`config.mk`:
```
export PLATFORM = sky130hd
export DESIGN_NAME = sync_rx_master
export DESIGN_NICKNAME = d
export VERILOG_FILES = /design/src/rtl/srx_pkg.sv /design/src/rtl/srx_clkgen.sv /design/src/rtl/srx_shift.sv /design/src/rtl/srx_fifo.sv /design/src/rtl/sync_rx_master.sv
export SDC_FILE = /design/constraint.sdc
export NUM_CORES = 1
export LEC_CHECK = 0
export ABC_CLOCK_PERIOD_IN_PS = 2540
export BUFFER_PORTS_ARGS = -buffer_cell sky130_fd_sc_hd__buf_2
export CAP_MARGIN = 15
export CORE_MARGIN = 2
export CORE_UTILIZATION = 42
export CTS_CLUSTER_DIAMETER = 100
export DETAILED_ROUTE_END_ITERATION = 10
export GPL_TIMING_DRIVEN = 1
export PLACE_DENSITY = 0.58
export SKIP_LAST_GASP = 1
export SLEW_MARGIN = 25
export SYNTH_ARGS = -nofsm -noshare
export SYNTH_HDL_FRONTEND = slang
export SYNTH_SLANG_ARGS = --single-unit
```
`constraint.sdc`:
```
create_clock -name clk -period 2.54 [get_ports clk]
set_input_delay 0.254 -clock clk [delete_from_list [all_inputs] [get_ports clk]]
set_output_delay 0.254 -clock clk [all_outputs]
set_load 0.03 [all_outputs]
```
`src/rtl/srx_pkg.sv`:
```
package srx_pkg;
  localparam int unsigned WORD_W = 8;

  // control write field positions
  localparam int unsigned CTL_SINGLE = 0;
  localparam int unsigned CTL_CONT   = 1;
  localparam int unsigned CTL_NINE   = 2;
  localparam int unsigned CTL_IEN    = 3;
  localparam int unsigned CTL_W      = 4;

  typedef struct packed {
    logic              extra;
    logic [WORD_W-1:0] data;
  } srx_word_t;
endpackage

```
`src/rtl/srx_clkgen.sv`:
```
module srx_clkgen #(
  parameter int unsigned DIV_W = 8
) (
  input  logic             clk,
  input  logic             rst_n,
  input  logic             run,
  input  logic [DIV_W-1:0] div,
  output logic             sclk,
  output logic             fall_evt
);
  logic [DIV_W-1:0] cnt_q, cnt_d;
  logic             sclk_q, sclk_d;

  always_comb begin
    cnt_d    = cnt_q;
    sclk_d   = sclk_q;
    fall_evt = 1'b0;
    if (!run) begin
      cnt_d  = '0;
      sclk_d = 1'b0;
    end else if (cnt_q >= div) begin
      cnt_d    = '0;
      sclk_d   = ~sclk_q;
      fall_evt = sclk_q;
    end else begin
      cnt_d = cnt_q + 1'b1;
    end
  end

  always_ff @(posedge clk or negedge rst_n) begin
    if (!rst_n) begin
      cnt_q  <= '0;
      sclk_q <= 1'b0;
    end else begin
      cnt_q  <= cnt_d;
      sclk_q <= sclk_d;
    end
  end

  assign sclk = sclk_q;
endmodule

```
`src/rtl/srx_shift.sv`:
```
module srx_shift
  import srx_pkg::*;
(
  input  logic      clk,
  input  logic      rst_n,
  input  logic      run,
  input  logic      fall_evt,
  input  logic      sdata,
  input  logic      nine_mode,
  output logic      word_done,
  output srx_word_t word_o
);
  localparam int unsigned SH_W  = WORD_W + 1;
  localparam int unsigned IDX_W = $clog2(SH_W + 1);

  logic [SH_W-1:0]  sh_q, sh_d, merged;
  logic [IDX_W-1:0] idx_q, idx_d, last_idx;
  logic             nine_q, nine_d, eff_nine;

  always_comb begin
    eff_nine  = (idx_q == '0) ? nine_mode : nine_q;
    last_idx  = eff_nine ? IDX_W'(WORD_W) : IDX_W'(WORD_W - 1);
    merged    = sh_q;
    merged[idx_q] = sdata;
    word_done = run && fall_evt && (idx_q == last_idx);
    word_o.data  = merged[WORD_W-1:0];
    word_o.extra = eff_nine & merged[WORD_W];

    sh_d   = sh_q;
    idx_d  = idx_q;
    nine_d = nine_q;
    if (!run) begin
      idx_d = '0;
    end else if (fall_evt) begin
      sh_d = merged;
      if (idx_q == '0) nine_d = nine_mode;
      if (idx_q == last_idx) idx_d = '0;
      else                   idx_d = idx_q + 1'b1;
    end
  end

  always_ff @(posedge clk or negedge rst_n) begin
    if (!rst_n) begin
      sh_q   <= '0;
      idx_q  <= '0;
      nine_q <= 1'b0;
    end else begin
      sh_q   <= sh_d;
      idx_q  <= idx_d;
      nine_q <= nine_d;
    end
  end
endmodule

```
`src/rtl/srx_fifo.sv`:
```
module srx_fifo #(
  parameter int unsigned W     = 9,
  parameter int unsigned DEPTH = 2
) (
  input  logic         clk,
  input  logic         rst_n,
  input  logic         push,
  input  logic [W-1:0] din,
  input  logic         pop,
  output logic [W-1:0] head,
  output logic         empty,
  output logic         full
);
  localparam int unsigned PTR_W = (DEPTH > 1) ? $clog2(DEPTH) : 1;
  localparam int unsigned CNT_W = $clog2(DEPTH + 1);

  logic [W-1:0]     mem_q [DEPTH];
  logic [W-1:0]     mem_d [DEPTH];
  logic [PTR_W-1:0] wr_q, wr_d, rd_q, rd_d;
  logic [CNT_W-1:0] cnt_q, cnt_d;
  logic             do_push, do_pop;

  function automatic logic [PTR_W-1:0] bump(input logic [PTR_W-1:0] p);
    return (p == PTR_W'(DEPTH - 1)) ? '0 : p + 1'b1;
  endfunction

  assign empty = (cnt_q == '0);
  assign full  = (cnt_q == CNT_W'(DEPTH));
  assign head  = mem_q[rd_q];

  always_comb begin
    do_push = push && !full;
    do_pop  = pop && !empty;
    mem_d   = mem_q;
    wr_d    = wr_q;
    rd_d    = rd_q;
    cnt_d   = cnt_q;
    if (do_push) begin
      mem_d[wr_q] = din;
      wr_d        = bump(wr_q);
    end
    if (do_pop) rd_d = bump(rd_q);
    case ({do_push, do_pop})
      2'b10:   cnt_d = cnt_q + 1'b1;
      2'b01:   cnt_d = cnt_q - 1'b1;
      default: cnt_d = cnt_q;
    endcase
  end

  always_ff @(posedge clk or negedge rst_n) begin
    if (!rst_n) begin
      for (int i = 0; i < DEPTH; i++) mem_q[i] <= '0;
      wr_q  <= '0;
      rd_q  <= '0;
      cnt_q <= '0;
    end else begin
      mem_q <= mem_d;
      wr_q  <= wr_d;
      rd_q  <= rd_d;
      cnt_q <= cnt_d;
    end
  end
endmodule

```
`src/rtl/sync_rx_master.sv`:
```
module sync_rx_master
  import srx_pkg::*;
#(
  parameter int unsigned DIV_W = 8,
  parameter int unsigned DEPTH = 2
) (
  input  logic              clk,
  input  logic              rst_n,
  input  logic              ctl_we,
  input  logic [CTL_W-1:0]  ctl_wdata,
  input  logic              div_we,
  input  logic [DIV_W-1:0]  div_wdata,
  input  logic              rd_pop,
  input  logic              sdata,
  output logic              sclk,
  output logic [WORD_W-1:0] rd_data,
  output logic              rd_bit9,
  output logic              data_avail,
  output logic              irq,
  output logic              overrun,
  output logic              stat_single,
  output logic              stat_cont,
  output logic              stat_nine,
  output logic              stat_ien
);
  localparam int unsigned ENTRY_W = $bits(srx_word_t);

  logic             single_q, single_d, cont_q, cont_d;
  logic             nine_q, nine_d, ien_q, ien_d;
  logic             ovr_q, ovr_d;
  logic [DIV_W-1:0] div_q, div_d;
  logic             run, fall_evt, word_done, fifo_push;
  logic             fifo_empty, fifo_full;
  srx_word_t        rx_word, head_word;

  assign run = single_q | cont_q;

  srx_clkgen #(.DIV_W(DIV_W)) u_clkgen (
    .clk      (clk),
    .rst_n    (rst_n),
    .run      (run),
    .div      (div_q),
    .sclk     (sclk),
    .fall_evt (fall_evt)
  );

  srx_shift u_shift (
    .clk       (clk),
    .rst_n     (rst_n),
    .run       (run),
    .fall_evt  (fall_evt),
    .sdata     (sdata),
    .nine_mode (nine_q),
    .word_done (word_done),
    .word_o    (rx_word)
  );

  assign fifo_push = word_done && !ovr_q && !fifo_full;

  srx_fifo #(.W(ENTRY_W), .DEPTH(DEPTH)) u_fifo (
    .clk   (clk),
    .rst_n (rst_n),
    .push  (fifo_push),
    .din   (rx_word),
    .pop   (rd_pop),
    .head  (head_word),
    .empty (fifo_empty),
    .full  (fifo_full)
  );

  always_comb begin
    single_d = single_q;
    cont_d   = cont_q;
    nine_d   = nine_q;
    ien_d    = ien_q;
    div_d    = div_q;
    ovr_d    = ovr_q;
    // a single-word reception ends itself unless continuous mode rules
    if (word_done && !cont_q) single_d = 1'b0;
    if (ctl_we) begin
      single_d = ctl_wdata[CTL_SINGLE];
      cont_d   = ctl_wdata[CTL_CONT];
      nine_d   = ctl_wdata[CTL_NINE];
      ien_d    = ctl_wdata[CTL_IEN];
    end
    if (div_we) div_d = div_wdata;
    if (ctl_we && !ctl_wdata[CTL_CONT]) ovr_d = 1'b0;
    else if (word_done && fifo_full)    ovr_d = 1'b1;
  end

  always_ff @(posedge clk or negedge rst_n) begin
    if (!rst_n) begin
      single_q <= 1'b0;
      cont_q   <= 1'b0;
      nine_q   <= 1'b0;
      ien_q    <= 1'b0;
      div_q    <= '0;
      ovr_q    <= 1'b0;
    end else begin
      single_q <= single_d;
      cont_q   <= cont_d;
      nine_q   <= nine_d;
      ien_q    <= ien_d;
      div_q    <= div_d;
      ovr_q    <= ovr_d;
    end
  end

  assign rd_data     = head_word.data;
  assign rd_bit9     = head_word.extra;
  assign data_avail  = !fifo_empty;
  assign irq         = data_avail & ien_q;
  assign overrun     = ovr_q;
  assign stat_single = single_q;
  assign stat_cont   = cont_q;
  assign stat_nine   = nine_q;
  assign stat_ien    = ien_q;
endmodule

```
# Word level (Yosys, flattened, before mapping)
# Index checks and enable logic that the tools add are counted.
classes:
  n_reduce_logical: 22
  shift: 0
  bitwise: 6
  mul: 0
  magnitude_cmp: 6
  addsub: 6
  n_mux: 27
  n_eq_ne: 6
  div_mod_pow: 0
ops:
  columns: ["op", "n"]
  rows:
  - ["9-bit two-way mux", 4]
  - ["18-bit bitwise mux", 1]
  - ["4-bit two-way mux", 4]
  - ["8-bit two-way mux", 2]
  - ["1-bit two-way mux", 12]
  - ["1-bit logical AND", 11]
  - ["9-bit bitwise mux", 1]
  - ["9-bit demux with 1-bit select", 1]
  - ["8-bit by 1-bit adder with 8-bit output, second input constant", 1]
  - ["8-bit greater-or-equal comparator", 1]
  - ["2-bit nonzero test", 3]
  - ["1-bit zero test", 5]
  - ["4-bit by 5-bit less-than comparator with 1-bit output, second input constant", 1]
  - ["4-bit by 1-bit adder with 4-bit output, second input constant", 1]
  - ["1-bit demux with 4-bit select", 1]
  - ["2-bit equality test, second input constant", 2]
  - ["4-bit equality test", 1]
  - ["2-bit greater-or-equal comparator, second input constant", 2]
  - ["4-bit by 1-bit greater-or-equal comparator with 1-bit output, second input constant", 1]
  - ["4-bit zero test", 1]
  - ["1-bit inverter with 2-bit output", 2]
  - ["2-bit one-hot mux with 2 select lines", 1]
  - ["1-bit adder, second input constant", 2]
  - ["2-bit by 1-bit adder with 2-bit output, second input constant", 1]
  - ["other kinds (10)", 11]
totals:
  word_cells: 89
  romBits: 0
  latch_bits: 0
  out_inout_bits: 17
  inputBits: 18
  n_memories: 0
  ff_bits: 58
  ramBits: 0

# Depth between registers and ports, before layout
# Gate-level depths: netlist of the first run.
logic_depth:
  word_depth: 10
  depth_mapped: 10

# Modules after synthesis
# A second synthesis of the first run with hierarchy kept.
hier_totals:
  cells_unflattened: 270
  area_unflattened_um2: 3228.1
by_module_without_submodules:
  columns: ["mod", "seq_area_each_um2", "instances", "cells_per_inst", "area_per_inst_um2"]
  rows:
  - ["srx_shift", 350.3, 1, 99, 1007.2]
  - ["srx_fifo", 550.5, 1, 66, 992.2]
  - ["srx_clkgen", 225.2, 1, 69, 679.4]
  - ["sync_rx_master", 325.3, 1, 36, 549.3]

# Worst setup path after synthesis of the first run
# Ideal clock, no wire load.
synth_path:
  path_type: "register -> register"
  start: "reg u_clkgen.cnt_q[0]"
  end: "reg u_fifo.mem_q[15] (netlist name)"
  setup_ns: 0.127
  path_stages_with_launch: 9
  t_arrival_ns: 2.035
  n_path_buf: 1
  setup_slack_ns: 0.378
  cell_sequence: "dfrtp_1 inv_1 ha_1 nand2b_1 a2111oi_2 o31a_1 buf_4 nor3_4 mux2_1"
synth_between:
  elab_chain_len: 8
synth_rtl:
  columns: ["element", "line", "text"]
  rows:
  - ["from (decl)", "srx_clkgen.sv:11", "logic [DIV_W-1:0] cnt_q, cnt_d;"]
  - ["from (signal assigned)", "srx_clkgen.sv:35", "cnt_q <= cnt_d;"]
  - ["8-bit greater-or-equal comparator", "srx_clkgen.sv:21", "end else if (cnt_q >= div) begin"]
  - ["1-bit two-way mux", "srx_clkgen.sv:21", null]
  - ["1-bit two-way mux", "srx_clkgen.sv:18", "if (!run) begin"]
  - ["1-bit logical AND (2 in series)", "srx_shift.sv:25", "word_done = run && fall_evt && (idx_q == last_idx);"]
  - ["1-bit logical AND (2 in series)", "sync_rx_master.sv:58", "assign fifo_push = word_done && !ovr_q && !fifo_full;"]
  - ["1-bit logical AND", "srx_fifo.sv:32", "do_push = push && !full;"]
  - ["to (signal assigned)", "srx_fifo.sv:57", "mem_q <= mem_d;"]
  - ["to (decl)", "srx_fifo.sv:17", "logic [W-1:0] mem_q [DEPTH];"]
# Every way passes these cells.
# A chain may end at the register's enable or synchronous reset.

# Worst setup path after layout of the first run
layout_path:
  start: "reg u_clkgen.cnt_q[0]"
  end: "reg u_fifo.mem_q[1] (netlist name)"
# Same word-level chain as after synthesis.

==> results.txt, run 1 <==
row cnt - 30
Hold Crit Class - in2reg
Detail Placement HPWL - 3819 um
mux contribution to synthesized area - 18.68%
Layout fillers - 634
Max Clock Skew - 0.01171 ns
die span in y - 87.87 um
Critical Path Fanout Max - 9
Syn Nets - 283
Ant. Diodes - 0
cell taking the most area after synthesis - dfrtp_1
number of max-cap violations - 0
reg2reg end - u_fifo.mem_q[1]
All-Layer GR Usage - 15.31%
Synth Area in XOR/XNOR - 3.261%
FF-to-FF path depth - 7
final hold viol count - 0
fraction of layout cells with a size suffix above 1 - 36.54%
Synth top area share - 49.13%
Setup crit end kind - flip-flop
synth top area cells - dfrtp_1 (49%), mux2_2 (17%), ha_1 (5.9%)
port buffer count - 34
largest net degree at the start of global routing - 59
PwrDens - 710.2 mW/mm^2
Final ANT Viol Nets - 0
number of synthesized flops with an enable pin - 0
die area - 0.007720 sq mm
HP Start - div_wdata[6]
Clock power frac - 34.5%
via count - 1972
CTS tree - built
clk_lat worst skew - 0.33 ns
slew margin rel. - 64.23%
Boundary Pins - 35
register area - 0.001451 sq mm
sw power - 0.7579 mW
drt initial violations - 105
Synth Area per Inst - 11.77 sq um
synthesized netlist cell count - 251
Slowest-stage cell, CP - nor3_4
leakage - 1.702 nW
Comb pwr share - 20.1%
worst-path cell chain - inv_1, ha_1, nand2b_1, a2111oi_2, o31a_2, nor3_4, mux2_2
CTS sink count - 58
Post-Synth Simple-Gate Area - 12.37%
post-synthesis adder-cell area fraction - 5.930%
Sw Ratio - 30.57%
worst vdd ir - 0.3465 mV
CORE AREA - 0.006794 sq mm
global-route wire length before repair - 9073 um
start of the worst register-to-register path - u_clkgen.cnt_q[0]
clk slew on worst S/H paths - 0.07 ns
Synthesis Warnings - 0
r2r setup slk - 0.17 ns
Via density - 4.967
vias in the first global route - 1892
largest family of logic cells by synthesized area - multiplexers
die span in x - 87.87 um
Worst EP required - 2.75 ns
H-tree levels - 3
Seq pwr share - 45.3%
CP max stage delay - 0.49 ns
Post-Synthesis Cell Area - 0.002954 sq mm
area grow syn2layout - 18.17%
Root Buffer - clkbuf_8
final setup vio count - 0
outcome - complete, no violations
Slew @ Worst Pin - 0.5348 ns
drt pass-1 iters - 4
Synth Area in Compound Gates - 7.963%
initial antenna violation count - 0
Post-synth ARST share - 100.0%
initial core utilization - 43.48%
f_max - 0.4226 GHz
hold-critical path depth - 3
Total Wirelength - 5350 um
RSZ-0062 raised after global routing - false
Hold WS - 0.1237 ns
grt ovf - 0
Avg WL per Cell - 13.48 um
ys flop type - dfrtp_1
internal power - 1.721 mW
critical path class - reg2reg
drt drc - 0
Tmin final - 2.366 ns
nets - 328
critical path arrival - 2.58 ns
Max Root-Sink Buffers - 2
Fin Setup TNS - 0 ns
Pins Over Slew Limit - 0
Final Wtd Congestion - 0.8239
Startpoint Class - flip-flop
TritonCTS Buffers - 9
Final period util - 93.16%
Seq/Total Area, Yosys - 49.13%
multi-input logic area - 0.001425 sq mm
worst hold endpoint - div_q[6]
number of synthesized register bits - 58
Synth cell types - 40
what timing repair did:
| item | in CTS | in global routing |
|---|---|---|
| setup endpoints to repair | 0 | 20 |
| gates resized for setup | 0 | 1 |
| hold endpoints to repair | 58 | 0 |
| setup buffers | 0 | 0 |
| hold buffers | 1 | 0 |
registers in the layout, indices dropped and copies added (netlist names):
signal,count
u_clkgen.cnt_q,8
u_shift.idx_q,4
u_shift.sh_q,9
u_fifo.mem_q,18
stat_cont,1
u_clkgen.sclk,1
stat_nine,1
stat_ien,1
u_shift.nine_q,1
u_fifo.wr_q,1
u_fifo.cnt_q,2
u_fifo.rd_q,1
div_q,8
stat_single,1
overrun,1
synth_stat cells, types with 3 or more instances:
cell,n
a21oi_1,5
and3_1,3
clkbuf_1,6
dfrtp_1,58
ha_1,14
inv_1,11
mux2_1,5
mux2_2,44
nand2_1,14
nand2b_1,5
nand3_1,9
nand4_1,4
nor2_1,14
nor3b_1,3
o21ai_0,11
o31ai_1,3
xnor2_1,4
xor2_1,7
metal layers:
layer / GRT usage, % / wire length, um / vias up
met3: 3.959 / 191 / 8
met4: 7.133 / 85 / 0
li1: - / - / 985
met2: 22.31 / 2335 / 37
met1: 21.40 / 2739 / 942
met5: 0 / 0 / -
worst max-delay path, delay by kind of cell, from the launching register on:
kind	cells	cell delay [ns]
and+or+nand+nor	2	0.60
DFF	1	0.43
muxes	1	0.40
adders and majority gates	1	0.27
AOI/OAI and AO/OA	2	0.47
buffers and inverters	1	0.07
cells in the final DEF, fill, tap and decap left out, types with 6 or more instances in the layout:
cell      instances
buf_2            34
buf_4             6
clkbuf_8         10
dfrtp_1          58
ha_1             14
inv_1            11
mux2_2           44
nand2_1          14
nand3_1           9
nor2_1           14
o21ai_0          11
xor2_1            7
per-stage QoR:
step                worst slack [ns]  instance area (sq um)  utilization [%]  total power [mW]  std cells
global route                 0.01043                   3491            51.38             2.628        397
global placement              0.1279                   3276            48.21             1.634        380
floorplan                     0.3779                   2954                -             1.480        251
finish                        0.1738                   3491            51.38             2.479        397
CTS                          0.08864                   3490            51.36             2.516        397
detailed placement           0.09490                   3276            48.21             1.646        380
power by group through the flow:
stage | logic, mW | clock network [mW] | registers (mW)
detailed placement | 0.504 | 0 | 1.14
floorplan | 0.370 | 0 | 1.11
global placement | 0.493 | 0 | 1.14
CTS | 0.506 | 0.885 | 1.13
finish | 0.499 | 0.856 | 1.12
global route | 0.561 | 0.924 | 1.14
cell families (layout without fill, tap and decap cells):
kind of cell               Yosys count  in the layout
and+or+nand+nor                     66             66
DFF                                 58             58
muxes                               49             49
AOI/OAI and AO/OA                   33             33
buffers and inverters               20             70
adders and majority gates           14             14
xor gates and xnor gates            11             11
worst max path at each step:
| stage | start | to | slack (ns) | cells past startpoint |
|---|---|---|---|---|
| 4_1_cts | u_clkgen.cnt_q[0] | u_fifo.mem_q[15] | 0.09 | 7 |
| 3_3_place_gp | u_clkgen.cnt_q[0] | u_fifo.mem_q[8] | 0.13 | 7 |
| 6_report | u_clkgen.cnt_q[0] | u_fifo.mem_q[1] | 0.17 | 7 |
| 5_1_grt | u_clkgen.cnt_q[0] | u_fifo.mem_q[0] | 0.01 | 7 |
| 3_5_place_dp | u_clkgen.cnt_q[0] | u_fifo.mem_q[7] | 0.09 | 7 |
| 2_1_floorplan | u_clkgen.cnt_q[0] | u_fifo.mem_q[15] | 0.38 | 8 |
cell type report:
| type | instances | share of cell area (%) |
|---|---|---|
| Clock buffer | 10 | 3.943 |
| Clock inverter | 6 | 1.900 |
| Inverter | 12 | 1.290 |
| Multi-Input combinational cell | 173 | 40.82 |
| Sequential cell | 58 | 41.58 |
| Tap cell | 96 | 3.441 |
| Timing Repair Buffer | 42 | 7.025 |
Power figures use the tool's default switching activity.
==> inputs of run 2 (changes only) <==
--- a/config.mk
+++ b/config.mk
@@ -13,9 +13,10 @@
 export CTS_CLUSTER_DIAMETER = 100
 export DETAILED_ROUTE_END_ITERATION = 10
 export GPL_TIMING_DRIVEN = 1
-export PLACE_DENSITY = 0.58
+export PLACE_DENSITY = 0.57
 export SKIP_LAST_GASP = 1
 export SLEW_MARGIN = 25
 export SYNTH_ARGS = -nofsm -noshare
 export SYNTH_HDL_FRONTEND = slang
+export SYNTH_HIERARCHICAL = 1
 export SYNTH_SLANG_ARGS = --single-unit
==> run 2 against run 1 <==
The flow now finishes with violations (negative setup slack). Clock-buffer cell count shrank 1. Cell area grew 21%. Core utilization increased by 6.2 points. Clock skew shrank 0.0017 ns. Register-to-register slack got worse by 0.39 ns. Maximum frequency decreased by 14%. Synthesized cell count is 7.6% higher. Die area rose by 8.8%. Critical path type unchanged. Largest cell class is now multi-input gates.
==> results.txt, run 2 <==
outcome - complete, but fails checks
failing checks - negative setup slack
drt drc - 0
power after layout - 3.064 mW
number of max-cap violations - 0
Seq pwr share - 36.9%
leakage - 2.045 nW
drt initial violations - 106
TritonCTS Buffers - 9
worst setup margin - -0.2191 ns
Largest regs - u_fifo/mem_q (18), u_shift/sh_q (9)
final hold viol count - 0
H-tree levels - 3
fraction of layout cells with a size suffix above 1 - 51.57%
Post-synth ARST share - 100.0%
Ant. Diodes - 0
Final period util - 108.6%
critical path arrival - 2.99 ns
drt pass-1 iters - 4
Boundary Pins - 35
Pins Over Slew Limit - 0
global-route wire length before repair - 11210 um
vias in the first global route - 2286
Max Clock Skew - 0.01001 ns
cell taking the most area after synthesis - dfrtp_1
hold-critical path depth - 3
Synthesis Warnings - 6
most common cell in the synthesized netlist - dfrtp_1
Final Wtd Congestion - 0.7992
die area - 0.008403 sq mm
dpl cell area - 0.003746 sq mm
grt ovf - 0
largest net degree at the start of global routing - 27
Comb pwr share - 25.6%
internal power - 2.180 mW
Setup crit end kind - flip-flop
Clock power frac - 37.5%
Worst EP required - 2.77 ns
Via density - 4.931
sw power - 0.8834 mW
f_max - 0.3624 GHz
CORE AREA - 0.007331 sq mm
synthesized netlist cell count - 270
Avg WL per Cell - 14.69 um
Finished Cell Area - 0.004220 sq mm
initial antenna violation count - 0
slew margin rel. - 59.30%
Root Buffer - clkbuf_8
port buffer count - 34
clk_lat worst skew - 0.34 ns
max reg flops - 18
initial core utilization - 44.03%
number of synthesized flops with an enable pin - 0
Seq/Total Area, Yosys - 44.96%
FF-to-FF path depth - 12
Syn Nets - 302
area grow syn2layout - 30.74%
die span in x - 91.67 um
All-Layer GR Usage - 17.22%
commonest non-fill, non-tap cells in the layout - dfrtp_1 (58), buf_4 (47), buf_2 (34)
Max Root-Sink Buffers - 2
Fin Setup TNS - -3.207 ns
ys flop type - dfrtp_1
worst vdd ir - 0.5448 mV
Synth top area share - 44.96%
final instance count without filler cells - 450
commonest non-fill, non-tap cell in the layout - dfrtp_1
Slew @ Worst Pin - 0.6105 ns
final setup vio count - 20
RSZ-0062 raised after global routing - true
Startpoint Class - flip-flop
Placed Cells - 419
Synth cell types - 46
via count - 2219
Post-Synthesis Cell Area - 0.003228 sq mm
Core Util, Final - 57.57%
die span in y - 91.67 um
Sw Ratio - 28.83%
nets - 378
Total Wirelength - 6609 um
CTS sink count - 58
Tmin final - 2.759 ns
Final ANT Viol Nets - 0
Synth Area per Inst - 11.96 sq um
Hold Crit Class - in2reg
Biggest register - u_fifo/mem_q
Layout fillers - 613
row cnt - 31
number of synthesized register bits - 58
Detail Placement HPWL - 4460 um
synth top area cells - dfrtp_1 (45%), mux2_2 (16%), ha_1 (5.4%)
clk slew on worst S/H paths - 0.07 ns
critical path class - reg2reg
CTS tree - built
commonest cells in the netlist - dfrtp_1 (58), mux2_2 (47), nand2_1 (19), ha_1 (14), inv_1 (14)
PwrDens - 725.9 mW/mm^2
Critical Path Fanout Max - 9
==> run 2: cell families (layout without fill, tap and decap cells) <==
kind of cell	Yosys count	count (layout)	share of synthesized area, %
DFF	58	58	44.96
muxes	58	58	21.36
buffers and inverters	34	115	6.240
xor gates and xnor gates	11	11	2.984
AOI/OAI and AO/OA	19	19	5.078
adders and majority gates	14	14	5.426
and+or+nand+nor	76	76	13.95
==> run 2: worst max-delay path, stage by stage, from the launching register on <==
cell and delay (ns):
dfrtp_1 0.40, ha_1 0.30, o21a_1 0.14, nor2_2 0.06, o31ai_4 0.24, and3_4 0.21
and2_4 0.13, o21a_1 0.15, nor3b_4 0.22, buf_4 0.15, and3_4 0.18, buf_12 0.14
mux2_2 0.33
==> run 2: layer usage <==
layer | vias to the layer above | GRT usage (%) | routed length, um
met3 | 13 | 3.615 | 219
li1 | 1093 | - | -
met1 | 1076 | 24.80 | 3312
met2 | 37 | 24.45 | 2939
met4 | 0 | 8.460 | 138
met5 | - | 0 | 0
==> run 2: what timing repair did <==
| item | in CTS | in global routing |
|---|---|---|
| endpoints found under the hold margin | 24 | 0 |
| gates cloned | 0 | 0 |
| hold buffers | 1 | 0 |
| resized for setup | 9 | 4 |
| setup buffers | 12 | 6 |
| pin swaps | 3 | 4 |
| endpoints found under the setup margin | 20 | 22 |
==> run 2: power groups by stage <==
stage | Clock (mW) | Combinational [mW] | Sequential, mW
2_1_floorplan | 0 | 0.463 | 1.14
3_3_place_gp | 0 | 0.691 | 1.14
3_5_place_dp | 0 | 0.700 | 1.14
4_1_cts | 1.18 | 0.747 | 1.13
5_1_grt | 1.21 | 0.855 | 1.15
6_report | 1.15 | 0.785 | 1.13
==> run 2: final timing paths <==
path,slack [ns],start,endpoint
min,0.13,ctl_wdata[0],stat_single
max in group asynchronous,1.38,rst_n,div_q[2]
min reg2reg,0.51,u_shift/sh_q[3],u_shift/sh_q[3]
max,-0.22,u_clkgen/cnt_q[2],u_fifo/mem_q[0]
min in group asynchronous,0.46,rst_n,u_shift/sh_q[6]
max reg2reg,-0.22,u_clkgen/cnt_q[2],u_fifo/mem_q[0]
==> run 2: final cells by class <==
cell class | instances | area (sq um) | area share (%)
tap | 99 | 123.9 | 2.935
timing repair buffer | 84 | 573.1 | 13.58
inverter | 15 | 56.30 | 1.334
sequential | 58 | 1451 | 34.39
clock inverter | 7 | 141.4 | 3.350
clock buffer | 9 | 123.9 | 2.935
multi-input combinational | 178 | 1750 | 41.48
==> run 2: through the flow <==
step	hold WS [ns]	worst slack, ns
after floorplan	-0.04159	-0.3402
after global placement	0.3077	-0.5068
after detailed placement	0.3119	-0.6315
after CTS	0.1139	-0.2203
after global routing	0.1285	-0.3216
final	0.1320	-0.2191
==> inputs of run 3 (changes only) <==
--- a/config.mk
+++ b/config.mk
@@ -13,10 +13,10 @@
 export CTS_CLUSTER_DIAMETER = 100
 export DETAILED_ROUTE_END_ITERATION = 10
 export GPL_TIMING_DRIVEN = 1
-export PLACE_DENSITY = 0.57
+export PLACE_DENSITY = 0.58
+export REMOVE_ABC_BUFFERS = 1
 export SKIP_LAST_GASP = 1
 export SLEW_MARGIN = 25
 export SYNTH_ARGS = -nofsm -noshare
 export SYNTH_HDL_FRONTEND = slang
-export SYNTH_HIERARCHICAL = 1
 export SYNTH_SLANG_ARGS = --single-unit
==> run 3 against run 2 <==
Register-to-register slack improved by 0.41 ns. Critical path type unchanged. Largest power group is now sequential cells. Via count is 8.1% lower. First-iteration DRC count fell by 23%. Highest routed layer unchanged. The flow now finishes without violations.
==> results.txt, run 3 (synthesized netlist as in run 1, its figures left out) <==
Final period util - 92.62%
Max Clock Skew - 0.005204 ns
row cnt - 30
area grow syn2layout - 17.49%
drt pass-1 iters - 4
Largest regs - u_fifo.mem_q (18), u_shift.sh_q (9)
number of max-cap violations - 0
CORE AREA - 0.006794 sq mm
critical path class - reg2reg
nets - 328
final setup vio count - 0
port buffer count - 34
hold buffer count at cts - 1
Ant. Diodes - 0
fraction of layout cells with a size suffix above 1 - 35.88%
Avg WL per Cell - 14.36 um
max reg flops - 18
register area - 0.001451 sq mm
die area - 0.007720 sq mm
RSZ-0062 raised after global routing - false
largest net degree at the start of global routing - 59
power after layout - 2.431 mW
Hold Crit Class - in2reg
critical path arrival - 2.58 ns
vias in the first global route - 2041
clk slew on worst S/H paths - 0.07 ns
H-tree levels - 3
clk_lat worst skew - 0.35 ns
Finished Cell Area - 0.003471 sq mm
Setup crit end kind - flip-flop
leakage - 1.703 nW
commonest non-fill, non-tap cell in the layout - dfrtp_1
Biggest register - u_fifo.mem_q
global-route wire length before repair - 9860 um
Final Wtd Congestion - 0.8226
Max Root-Sink Buffers - 2
dpl cell area - 0.003276 sq mm
worst vdd ir - 0.4226 mV
drt drc - 0
CTS tree - built
initial antenna violation count - 0
Final ANT Viol Nets - 0
Fin Setup TNS - 0 ns
Via density - 5.139
Detail Placement HPWL - 3958 um
final hold viol count - 0
grt ovf - 0
Worst Setup SP - u_clkgen.cnt_q[0]
drt initial violations - 82
initial core utilization - 43.48%
Setup Fix Bufs, Post-CTS - 0
start of the worst register-to-register path - u_clkgen.cnt_q[0]
Layout fillers - 632
Worst EP required - 2.77 ns
die span in x - 87.87 um
TritonCTS Buffers - 9
multi-input logic area - 0.001424 sq mm
Pins Over Slew Limit - 0
Slew @ Worst Pin - 0.5342 ns
f_max - 0.4251 GHz
die span in y - 87.87 um
HP Start - ctl_wdata[0]
Tmin final - 2.352 ns
via count - 2040
CTS resizes - 0
Root Buffer - clkbuf_8
All-Layer GR Usage - 17.07%
Critical Path Fanout Max - 9
slew margin rel. - 64.27%
PwrDens - 700.5 mW/mm^2
outcome - complete, no violations
CTS sink count - 58
Total Wirelength - 5699 um
commonest non-fill, non-tap cells in the layout - dfrtp_1 (58), mux2_2 (44), buf_2 (34)
Startpoint Class - flip-flop
Boundary Pins - 35
## run 3: stage by stage
step	setup slack, ns	util, %	std cells	hold WS, ns
floorplan	0.3042	-	243	-0.04159
global placement	0.2379	48.21	380	0.2852
detailed placement	0.1733	48.21	380	0.2833
CTS	0.1689	51.09	397	0.09756
global route	0.08181	51.09	397	0.1260
finish	0.1875	51.09	397	0.1084
## run 3: worst paths after layout
path	slack [ns]	cells after the start	endpoint
setup / recovery	0.19	8	u_fifo.mem_q[15]
hold / removal	0.11	3	stat_single
setup reg to reg	0.19	8	u_fifo.mem_q[15]
hold reg to reg	0.48	1	u_fifo.mem_q[5]
max in group asynchronous	1.84	3	u_fifo.mem_q[6]
min in group asynchronous	0.43	3	stat_ien
## run 3: power breakdown
group	internal, mW	switching [mW]	total [mW]
Clock	0.445	0.371	0.817
Sequential	1.02	0.108	1.12
Combinational	0.219	0.272	0.491
Total	1.68	0.751	2.43
## run 3: critical path, stage by stage (launching register included)
cell and delay (ns):
dfrtp_1 0.42, inv_1 0.06, ha_1 0.25, nand2b_1 0.15, a2111oi_2 0.45, o31a_1 0.34, nor3_4 0.07, buf_4 0.18
mux2_1 0.31
## run 3: metal layers
| layer | up-vias | share of wire [%] | global-route usage [%] |
|---|---|---|---|
| li1 | 985 | - | - |
| met1 | 999 | 49 | 23.48 |
| met2 | 45 | 44 | 25.41 |
| met3 | 11 | 4.2 | 2.828 |
| met4 | 0 | 2.3 | 10.07 |
| met5 | - | 0 | 0 |
## run 3: area by class of cell
type	instances	area share, %
tap	96	3.461
clock buffer	10	3.677
inverter	12	1.298
sequential	58	41.82
multi-input combinational	173	41.02
clock inverter	6	1.658
timing repair buffer	42	7.066
